==> config.mk <==
export PLATFORM = sky130hd
export DESIGN_NAME = strap_led_ctrl
export DESIGN_NICKNAME = d
export VERILOG_FILES = /design/src/rtl/strap_led_pkg.sv /design/src/rtl/strap_capture.sv /design/src/rtl/led_stretch.sv /design/src/rtl/strap_pin.sv /design/src/rtl/strap_led_ctrl.sv
export SDC_FILE = /design/constraint.sdc
export NUM_CORES = 1
export LEC_CHECK = 0
export BUFFER_PORTS_ARGS = -buffer_cell sky130_fd_sc_hd__buf_4
export CAP_MARGIN = 20
export CORE_MARGIN = 2
export CORE_UTILIZATION = 61
export CTS_CLUSTER_DIAMETER = 40
export DETAILED_ROUTE_END_ITERATION = 8
export GPL_ROUTABILITY_DRIVEN = 0
export GPL_TIMING_DRIVEN = 0
export PLACE_DENSITY = 0.9
export SLEW_MARGIN = 20
export SYNTH_ARGS = -nofsm -noshare
export SYNTH_HDL_FRONTEND = slang
export SYNTH_SLANG_ARGS = --single-unit
==> constraint.sdc <==
create_clock -name clk -period 3.35 [get_ports clk]
set_input_delay 0.1675 -clock clk [delete_from_list [all_inputs] [get_ports clk]]
set_output_delay 0.1675 -clock clk [all_outputs]
set_load 0.05 [all_outputs]
==> src/rtl/strap_led_pkg.sv <==
package strap_led_pkg;

   localparam int NUM_EVENTS = 7;
   localparam int SEL_W      = 3;

   localparam logic [SEL_W-1:0] SEL_LINK   = 3'd0;
   localparam logic [SEL_W-1:0] SEL_ACT    = 3'd1;
   localparam logic [SEL_W-1:0] SEL_TX     = 3'd2;
   localparam logic [SEL_W-1:0] SEL_RX     = 3'd3;
   localparam logic [SEL_W-1:0] SEL_COL    = 3'd4;
   localparam logic [SEL_W-1:0] SEL_SPEED  = 3'd5;
   localparam logic [SEL_W-1:0] SEL_DUPLEX = 3'd6;
   localparam logic [SEL_W-1:0] SEL_NONE   = 3'd7;

   // events that are brief and need a minimum visible on-time
   function automatic bit is_pulse_event(int idx);
      return (idx >= int'(SEL_ACT)) && (idx <= int'(SEL_COL));
   endfunction

   // default selector for a pad after hardware reset
   function automatic logic [SEL_W-1:0] default_sel(int pad);
      return (pad == 1) ? SEL_ACT : SEL_LINK;
   endfunction

endpackage

==> src/rtl/strap_capture.sv <==
module strap_capture #(
   parameter int NUM_PINS    = 2,
   parameter int SYNC_STAGES = 2
) (
   input  logic                clk,
   input  logic                hw_rst_n,
   input  logic [NUM_PINS-1:0] pin_in,
   output logic [NUM_PINS-1:0] strap_q,
   output logic                oe_q
);

   if (SYNC_STAGES < 2) begin : g_bad_sync
      $error("strap_capture: SYNC_STAGES must be at least 2");
   end

   logic [SYNC_STAGES-1:0] rel_sync;
   logic                   captured;

   // release synchroniser: assertion is asynchronous, release is clocked
   always_ff @(posedge clk or negedge hw_rst_n) begin
      if (!hw_rst_n) rel_sync <= '0;
      else           rel_sync <= {rel_sync[SYNC_STAGES-2:0], 1'b1};
   end

   always_ff @(posedge clk or negedge hw_rst_n) begin
      if (!hw_rst_n) begin
         captured <= 1'b0;
         strap_q  <= '0;
         oe_q     <= 1'b0;
      end else begin
         if (rel_sync[SYNC_STAGES-1] && !captured) begin
            captured <= 1'b1;
            strap_q  <= pin_in;
         end
         oe_q <= captured;
      end
   end

   // pads stay inputs whenever hardware reset is applied
   always_ff @(posedge clk) begin
      if (!hw_rst_n) begin
         p_inputs_in_reset_r1: assert (!oe_q)
            else $error("pad enabled during hardware reset");
      end
   end

   // output enable rises only after the strap capture has happened
   p_oe_after_capture_r2: assert property (@(posedge clk) disable iff (!hw_rst_n)
      $rose(oe_q) |-> $past(captured));

   // captured straps never move while pads are outputs
   p_strap_frozen_r3: assert property (@(posedge clk) disable iff (!hw_rst_n)
      (oe_q && $past(oe_q)) |-> $stable(strap_q));

   // nothing but hardware reset returns pads to input mode
   p_oe_sticky_r8: assert property (@(posedge clk) disable iff (!hw_rst_n)
      $past(oe_q) |-> oe_q);

endmodule

==> src/rtl/led_stretch.sv <==
module led_stretch #(
   parameter int STRETCH_W = 8
) (
   input  logic                 clk,
   input  logic                 hw_rst_n,
   input  logic                 clr,
   input  logic [STRETCH_W-1:0] len,
   input  logic                 ev,
   output logic                 stretched
);

   if (STRETCH_W < 1) begin : g_bad_w
      $error("led_stretch: STRETCH_W must be positive");
   end

   logic [STRETCH_W-1:0] remain;
   logic [STRETCH_W-1:0] load_val;

   assign load_val  = (len == '0) ? '0 : len - 1'b1;
   assign stretched = !clr && (ev || (remain != '0));

   always_ff @(posedge clk or negedge hw_rst_n) begin
      if (!hw_rst_n)          remain <= '0;
      else if (clr)           remain <= '0;
      else if (ev)            remain <= load_val;
      else if (remain != '0)  remain <= remain - 1'b1;
   end

   // a pulse with a stretch above one keeps the output high next cycle
   p_min_on_r7: assert property (@(posedge clk) disable iff (!hw_rst_n)
      (ev && !clr && (len > 1)) |=> (stretched || clr));

endmodule

==> src/rtl/strap_pin.sv <==
module strap_pin
   import strap_led_pkg::*;
#(
   parameter logic [SEL_W-1:0] DEF_SEL = SEL_LINK
) (
   input  logic                  clk,
   input  logic                  hw_rst_n,
   input  logic                  soft_rst,
   input  logic                  strap,
   input  logic [NUM_EVENTS-1:0] cond,
   input  logic                  sel_we,
   input  logic [SEL_W-1:0]      sel_code,
   output logic                  pad_out
);

   logic [SEL_W-1:0] sel_q;
   logic [7:0]       cond_ext;
   logic             active;

   assign cond_ext = {1'b0, cond};   // code 7 reads as never asserted
   assign active   = cond_ext[sel_q];

   always_ff @(posedge clk or negedge hw_rst_n) begin
      if (!hw_rst_n)    sel_q <= DEF_SEL;
      else if (soft_rst) sel_q <= DEF_SEL;
      else if (sel_we)   sel_q <= sel_code;
   end

   // asserted level is the inverse of the strap, idle level equals it
   always_ff @(posedge clk or negedge hw_rst_n) begin
      if (!hw_rst_n)     pad_out <= 1'b0;
      else if (soft_rst) pad_out <= strap;
      else               pad_out <= strap ^ active;
   end

   // software reset leaves the pad at its idle level
   p_soft_idle_r8: assert property (@(posedge clk) disable iff (!hw_rst_n)
      soft_rst |=> (pad_out == $past(strap)));

   // software reset restores the default event selection
   p_soft_default_r8: assert property (@(posedge clk) disable iff (!hw_rst_n)
      soft_rst |=> (sel_q == DEF_SEL));

   // with the "none" code the pad never leaves its idle level
   p_none_idle_r5: assert property (@(posedge clk) disable iff (!hw_rst_n)
      (sel_q == SEL_NONE && !sel_we && !soft_rst) |=> (pad_out == $past(strap)));

endmodule

==> src/rtl/strap_led_ctrl.sv <==
module strap_led_ctrl
   import strap_led_pkg::*;
#(
   parameter int NUM_PINS    = 2,
   parameter int SYNC_STAGES = 2,
   parameter int STRETCH_W   = 16
) (
   input  logic                  clk,
   input  logic                  hw_rst_n,
   input  logic                  soft_rst,
   input  logic [NUM_PINS-1:0]   pin_in,
   output logic [NUM_PINS-1:0]   pin_oe,
   output logic [NUM_PINS-1:0]   pin_out,
   input  logic [NUM_EVENTS-1:0] ev_in,
   input  logic [STRETCH_W-1:0]  stretch_len,
   input  logic [NUM_PINS-1:0]   sel_we,
   input  logic [SEL_W-1:0]      sel_code,
   output logic [NUM_PINS-1:0]   phy_addr,
   output logic                  mii_tristate
);

   if (NUM_PINS < 1 || NUM_PINS > 5) begin : g_bad_pins
      $error("strap_led_ctrl: NUM_PINS must be 1..5");
   end

   logic [NUM_PINS-1:0]   strap_q;
   logic                  oe_q;
   logic [NUM_EVENTS-1:0] cond;

   strap_capture #(
      .NUM_PINS    (NUM_PINS),
      .SYNC_STAGES (SYNC_STAGES)
   ) u_cap (
      .clk      (clk),
      .hw_rst_n (hw_rst_n),
      .pin_in   (pin_in),
      .strap_q  (strap_q),
      .oe_q     (oe_q)
   );

   // shared event conditioning: one stretcher per brief event
   for (genvar e = 0; e < NUM_EVENTS; e++) begin : g_ev
      if (is_pulse_event(e)) begin : g_str
         led_stretch #(.STRETCH_W(STRETCH_W)) u_str (
            .clk       (clk),
            .hw_rst_n  (hw_rst_n),
            .clr       (soft_rst),
            .len       (stretch_len),
            .ev        (ev_in[e]),
            .stretched (cond[e])
         );
      end else begin : g_lvl
         assign cond[e] = ev_in[e];
      end
   end

   for (genvar p = 0; p < NUM_PINS; p++) begin : g_pad
      strap_pin #(.DEF_SEL(default_sel(p))) u_pad (
         .clk      (clk),
         .hw_rst_n (hw_rst_n),
         .soft_rst (soft_rst),
         .strap    (strap_q[p]),
         .cond     (cond),
         .sel_we   (sel_we[p]),
         .sel_code (sel_code),
         .pad_out  (pin_out[p])
      );
   end

   assign pin_oe       = {NUM_PINS{oe_q}};
   assign phy_addr     = strap_q;
   assign mii_tristate = oe_q && (strap_q == '0);

   // once decided, the tri-state request holds until hardware reset
   p_tristate_steady_r4: assert property (@(posedge clk) disable iff (!hw_rst_n)
      (oe_q && $past(oe_q)) |-> $stable(mii_tristate));

   // the address does not follow the pads after capture
   p_addr_steady_r3: assert property (@(posedge clk) disable iff (!hw_rst_n)
      $past(oe_q) |-> $stable(phy_addr));

endmodule

# --- Yosys cells after proc, flatten, opt, wreduce, memory -nomap -nowiden ---
# Index checks and enable logic that the tools add are counted.
totals:
  in_bits: 33
  word_cells: 68
  regBits: 78
  out_inout_bits: 7
op_classes:
  bitwise_logic: 2
  mux: 23
  n_addsub: 5
  reduce_logical: 24
  order_cmp: 2
op_table:
  columns: ["cell", "n"]
  rows:
  - ["$mux W16", 13]
  - ["$sub A16 B1 Y16 const B", 5]
  - ["$reduce_bool A16 Y1", 4]
  - ["$logic_not A16 Y1", 1]
  - ["$mux W3", 4]
  - ["$reduce_bool A3 Y1", 4]
  - ["$lt A3 B4 Y1 const B", 2]
  - ["$bmux W1 S3", 2]
  - ["$logic_and A1 B1 Y1", 6]
  - ["$logic_or A1 B1 Y1", 4]
  - ["$mux W1", 4]
  - ["$reduce_bool A2 Y1", 2]
  - ["$logic_not A1 Y1", 2]
  - ["$logic_not A2 Y1", 1]
  - ["$xor A1 B1 Y1", 2]

# --- Logic depth before layout (Yosys ltp) ---
logic_depth:
  word_depth: 7
  depth_mapped: 8
  ltp_nobuf: 7

# --- Modules after synthesis ---
# A second synthesis with hierarchy kept.
unflattened:
  hier_cells: 656
  hier_area_um2: 5965.7
by_module_without_submodules:
  columns: ["module", "seq_area_each_um2", "instances", "area_per_inst_um2", "cells_per_inst"]
  rows:
  - ["led_stretch at g_ev[3].g_str.u_str ...", 400.4, 2, 1318.8, 150]
  - ["led_stretch at g_ev[1].g_str.u_str ...", 400.4, 2, 1310.0, 149]
  - ["strap_pin at g_pad[1].u_pad", 101.3, 1, 242.7, 22]
  - ["strap_pin at g_pad[0].u_pad", 100.1, 1, 234.0, 22]
  - ["strap_capture", 150.1, 1, 203.9, 11]
  - ["strap_led_ctrl", 0.0, 1, 27.5, 3]

# --- Worst setup path after synthesis ---
# No wires, ideal clock.
synth_timing:
  kind: "register -> register"
  startpoint: "reg g_ev[1].g_str.u_str.remain[8]"
  endpoint: "reg g_pad[0].u_pad.pad_out"
  required_time_ps: 3270
  period_less_slack_ps: 2393
  stages_incl_launch_ff: 7
  t_arrival_ps: 2313
  n_path_buf: 1
  slack_ps: 957
  setup_ps: 80
  path_cell_list: "dfrtp_1 -> or4_4 -> or4_1 -> buf_2 -> or4_4 -> a211oi_2 -> xnor2_1"
synth_between:
  elab_chain_len: 7
synth_rtl:
  columns: ["element", "line_no", "source"]
  rows:
  - ["from (decl)", "led_stretch.sv:16", "logic [STRETCH_W-1:0] remain;"]
  - ["from (signal assigned)", "led_stretch.sv:25", "else if (ev) remain <= load_val;"]
  - ["from (signal assigned)", "led_stretch.sv:26", "else if (remain != '0) remain <= remain - 1'b1;"]
  - ["$reduce_bool A16 Y1", "led_stretch.sv:20", "assign stretched = !clr && (ev || (remain != '0));"]
  - ["$logic_or A1 B1 Y1", "led_stretch.sv:20", null]
  - ["$logic_and A1 B1 Y1", "led_stretch.sv:20", null]
  - ["$bmux W1 S3", "strap_pin.sv:21", "assign active = cond_ext[sel_q];"]
  - ["$mux W1 (not written as such)", "strap_pin.sv:21", null]
  - ["$xor A1 B1 Y1", "strap_pin.sv:33", "else pad_out <= strap ^ active;"]
  - ["$mux W1", "strap_pin.sv:32", "else if (soft_rst) pad_out <= strap;"]
  - ["to (signal assigned)", "strap_pin.sv:32", null]
  - ["to (signal assigned)", "strap_pin.sv:33", null]
  - ["to (decl)", "strap_pin.sv:13", "output logic pad_out"]
# No other way between the ends. The select of a mux whose other input is x is not followed.
# A chain may end at the register's enable or synchronous reset.

# --- Final worst setup path ---
layout_timing:
  startpoint: "reg g_ev[2].g_str.u_str.remain[4]"
  endpoint: "reg g_ev[2].g_str.u_str.remain[6]"
layout_between:
  elab_chain_len: 4
  word_cells_on_any_way: 6
  classes_between: "add/sub (1); mux (3); reduce/logical (2)"
layout_rtl:
  columns: ["element", "line_no", "source"]
  rows:
  - ["from (decl)", "led_stretch.sv:16", null]
  - ["from (signal assigned)", "led_stretch.sv:25", null]
  - ["from (signal assigned)", "led_stretch.sv:26", null]
  - ["$sub A16 B1 Y16", "led_stretch.sv:26", null]
  - ["$mux W16", "led_stretch.sv:26", null]
  - ["$mux W16", "led_stretch.sv:25", null]
  - ["$mux W16", "led_stretch.sv:24", "else if (clr) remain <= '0;"]
# Several ways; a longest one is shown, not always the timed one. The select of a mux whose other input is x is not followed.

==> results_dict.tcl <==
set metrics [dict create \
    status "completed" \
    cts-root-buf "clkbuf_8" \
    grt_pass1_vias 4401 \
    power_density_nw_per_um2 454 \
    synth_mux_area_share_pct 2.52 \
    stdcell_count 704 \
    htreeDepth 3 \
    synth_nets 590 \
    power.leakage_nw 2.36 \
    synth_area_leaders "dfrtp_1, a211oi_1, nor2_1" \
    ys_warn_count 0 \
    hpwlAfterDp_um 9210 \
    drive_above_1_share_pct 14.5 \
    ys_seq_area_share_pct 39.7 \
    rsz0062_at_grt "no" \
    grt_max_degree 79 \
    ys.flop_type "dfrtp_1" \
    die_x_um 93.8 \
    routed_wl_um 13100 \
    coreArea_um2 7770 \
    tightest_slew_ns 0.972 \
    cts_tree "done" \
    syn_area_um2 4910 \
    clk_pin_slew_ns 0.08 \
    wire_per_inst_um 18.6 \
    synth_top_cell_area_share_pct 39.2 \
    grt_util_all_layers_pct 31.2 \
    yosys.cell_types.count 58 \
    grt_use_met2_pct 50.8 \
    die-area_um2 8790 \
    grt_overflow 0 \
    ios 40 \
    io_buffers 37 \
    start_util_pct 63.3 \
    synth_edf_count 0 \
    drt-initial-drc-count 416 \
    hp-class "in2reg" \
    clock_latency_ns 0.36 \
    fin_skew_ns 0.00769 \
    multi_input_area_um2 2750 \
    fmax_ghz 0.353 \
    maxSlewViolCount 0 \
    die_h_um 93.8 \
    synth_top_family_by_area "simple AND/OR/NAND/NOR gates" \
    drv_cap 0 \
    place_inst 687 \
    setup_viol 0 \
    synth-compound-area-share_pct 16.4 \
    diodes 0 \
    hold_viol 0 \
    peakVddDrop_mv 0.247 \
    crit_type "reg2reg" \
    async_flop_share_pct 100 \
    cts_buffers 9 \
    final.min_clock_period_ns 2.83 \
    cp.arrival_ns 3.03 \
    synthXorXnorAreaFrac_pct 8.91 \
    finalCritPeriodShare_pct 84.5 \
    fillers 553 \
    cpMostUsedCell "nand2_1" \
    cp-end-kind "flip-flop" \
    cts_sinks 78 \
    crit_chain "or4_1, clkbuf_1, nor3_1, nand2_1, nand2_1, buf_1, a211oi_1" \
    vias_per_cell 6.64 \
    start_kind "flip-flop" \
    netlist_instances 548 \
    first_pass_iters 5 \
    antenna_left 0 \
    vias 4674 \
    grtUsageMet3_pct 4.01 \
    ys_ff_latch 78 \
    nets 639 \
    area_growth_syn_to_layout_pct 12.7 \
    worstPathRequired_ns 3.55 \
    setup_tns_ns 0 \
    drcViolationCount 0 \
    avgSynthCellArea_um2 8.97 \
    busiest_layer "met2" \
    use_met1_pct 42.9 \
    slew_headroom_pct 35.2 \
    worst_path_max_delay_cell "or4_1" \
    synth_area_leader_cell "dfrtp_1" \
    synth-simple-area-share_pct 25.6 \
    cpPeakStageDelay_ns 0.53 \
    cts.path.max_buffers 2 \
    antenna_found_initial 0 \
    register_area_um2 1950 \
    worstPathMaxFanout 10 \
    grt_pass1_wl_um 21500 \
    placementRows 32 \
    yosys.area_share.adder_pct 2.29 \
]
## stage by stage
| step | hold WS (ns) | power (W) | area [µm²] | setup WS (ns) | utilization (%) |
|---|---|---|---|---|---|
| 6_report | 0.0392 | 0.00251 | 5540 | 0.519 | 71.3 |
| 3_3_place_gp | 0.335 | 0.00174 | 5320 | 0.687 | 68.5 |
| 5_1_grt | 0.0278 | 0.00263 | 5540 | 0.394 | 71.3 |
| 2_1_floorplan | -0.128 | 0.00157 | 4910 | 0.957 | - |
| 3_5_place_dp | 0.355 | 0.00177 | 5320 | 0.587 | 68.5 |
| 4_1_cts | 0.0380 | 0.00250 | 5540 | 0.565 | 71.3 |
## registers in the layout (all words and copies together) (netlist names)
name / count
u_cap.captured: 1
u_cap.oe_q: 1
g_ev.g_str.u_str.remain: 64
g_pad.u_pad.sel_q: 6
u_cap.rel_sync: 2
u_cap.strap_q: 2
g_pad.u_pad.pad_out: 2
## synthesized netlist by cell type (6+ instances only)
library cell	n
dfrtp_1	77
nor2_1	75
a211oi_1	63
xor2_1	30
nor3_1	28
nand2_1	24
clkbuf_1	23
nor4_1	22
xnor2_1	20
inv_1	19
a21oi_1	16
or4_1	14
or3_1	10
ha_1	9
mux2i_1	9
or2_2	9
a31oi_1	7
nand3_1	7
nor3b_1	7
buf_4	6
## power breakdown
part	internal (W)	switching [W]
clock network	0.000368	0.000369
registers	0.00103	0.0000881
logic	0.000265	0.000398
## per-layer routing
metal	part of all wire, %	up-vias
li1	-	2106
met1	40	2264
met2	49	257
met3	7.9	47
met4	3.2	0
met5	0	-
## cell usage in the layout, fill, tap and decap left out, types with 7 or more instances in the layout
master	instances
inv_1	19
a31oi_1	7
nand3_1	7
or2_2	9
nand2_1	24
mux2i_1	9
a21oi_1	16
nor3_1	28
xnor2_1	20
or3_1	10
clkbuf_1	23
xor2_1	30
nor3b_1	7
clkbuf_8	10
a211oi_1	63
buf_4	43
nor2_1	75
dfrtp_1	77
or4_1	14
ha_1	9
nor4_1	22
## logic make-up (layout without fill, tap and decap cells)
family	Yosys count	in the layout
other	1	1
adders and majority gates	9	9
muxes	12	12
buffers and inverters	51	105
xor gates and xnor gates	50	50
DFF	78	78
AOI/OAI and AO/OA	113	113
and+or+nand+nor	234	234
## worst max-delay path, delay by kind of cell (launching register included)
| kind | cells | cell delay (ns) |
|---|---|---|
| buffers and inverters | 2 | 0.62 |
| AO/OA/AOI/OAI | 1 | 0.09 |
| AND/OR/NAND/NOR | 4 | 1.56 |
| flip-flops | 1 | 0.40 |
## repair_timing
item	4_1_cts	5_1_grt
setup buffers	0	0
endpoints found under the hold margin	18	0
hold buffers	1	0
resized for setup	0	0
## path summary, 6_finish.rpt
| check | from | end | slack [ns] | depth (start not counted) |
|---|---|---|---|---|
| worst max-delay path | g_ev[2].g_str.u_str.remain[4] | g_ev[2].g_str.u_str.remain[6] | 0.52 | 7 |
| worst min register to register | u_cap.rel_sync[0] | u_cap.rel_sync[1] | 0.37 | 0 |
| min in group asynchronous | hw_rst_n | g_ev[2].g_str.u_str.remain[7] | 0.48 | 2 |
| max in group asynchronous | hw_rst_n | g_ev[2].g_str.u_str.remain[13] | 2.22 | 2 |
| worst max register to register | g_ev[2].g_str.u_str.remain[4] | g_ev[2].g_str.u_str.remain[6] | 0.52 | 7 |
| worst min-delay path | pin_in[1] | u_cap.strap_q[1] | 0.04 | 2 |
## cell type report
cell class	instances	share of cell area, %
Sequential cell	78	35.3
Inverter	19	1.29
Multi-Input combinational cell	419	49.6
Tap cell	102	2.31
Clock buffer	10	2.49
Clock inverter	6	1.24
Buffer	32	2.62
Timing Repair Buffer	38	5.20
(Power assumes the default switching activity.)
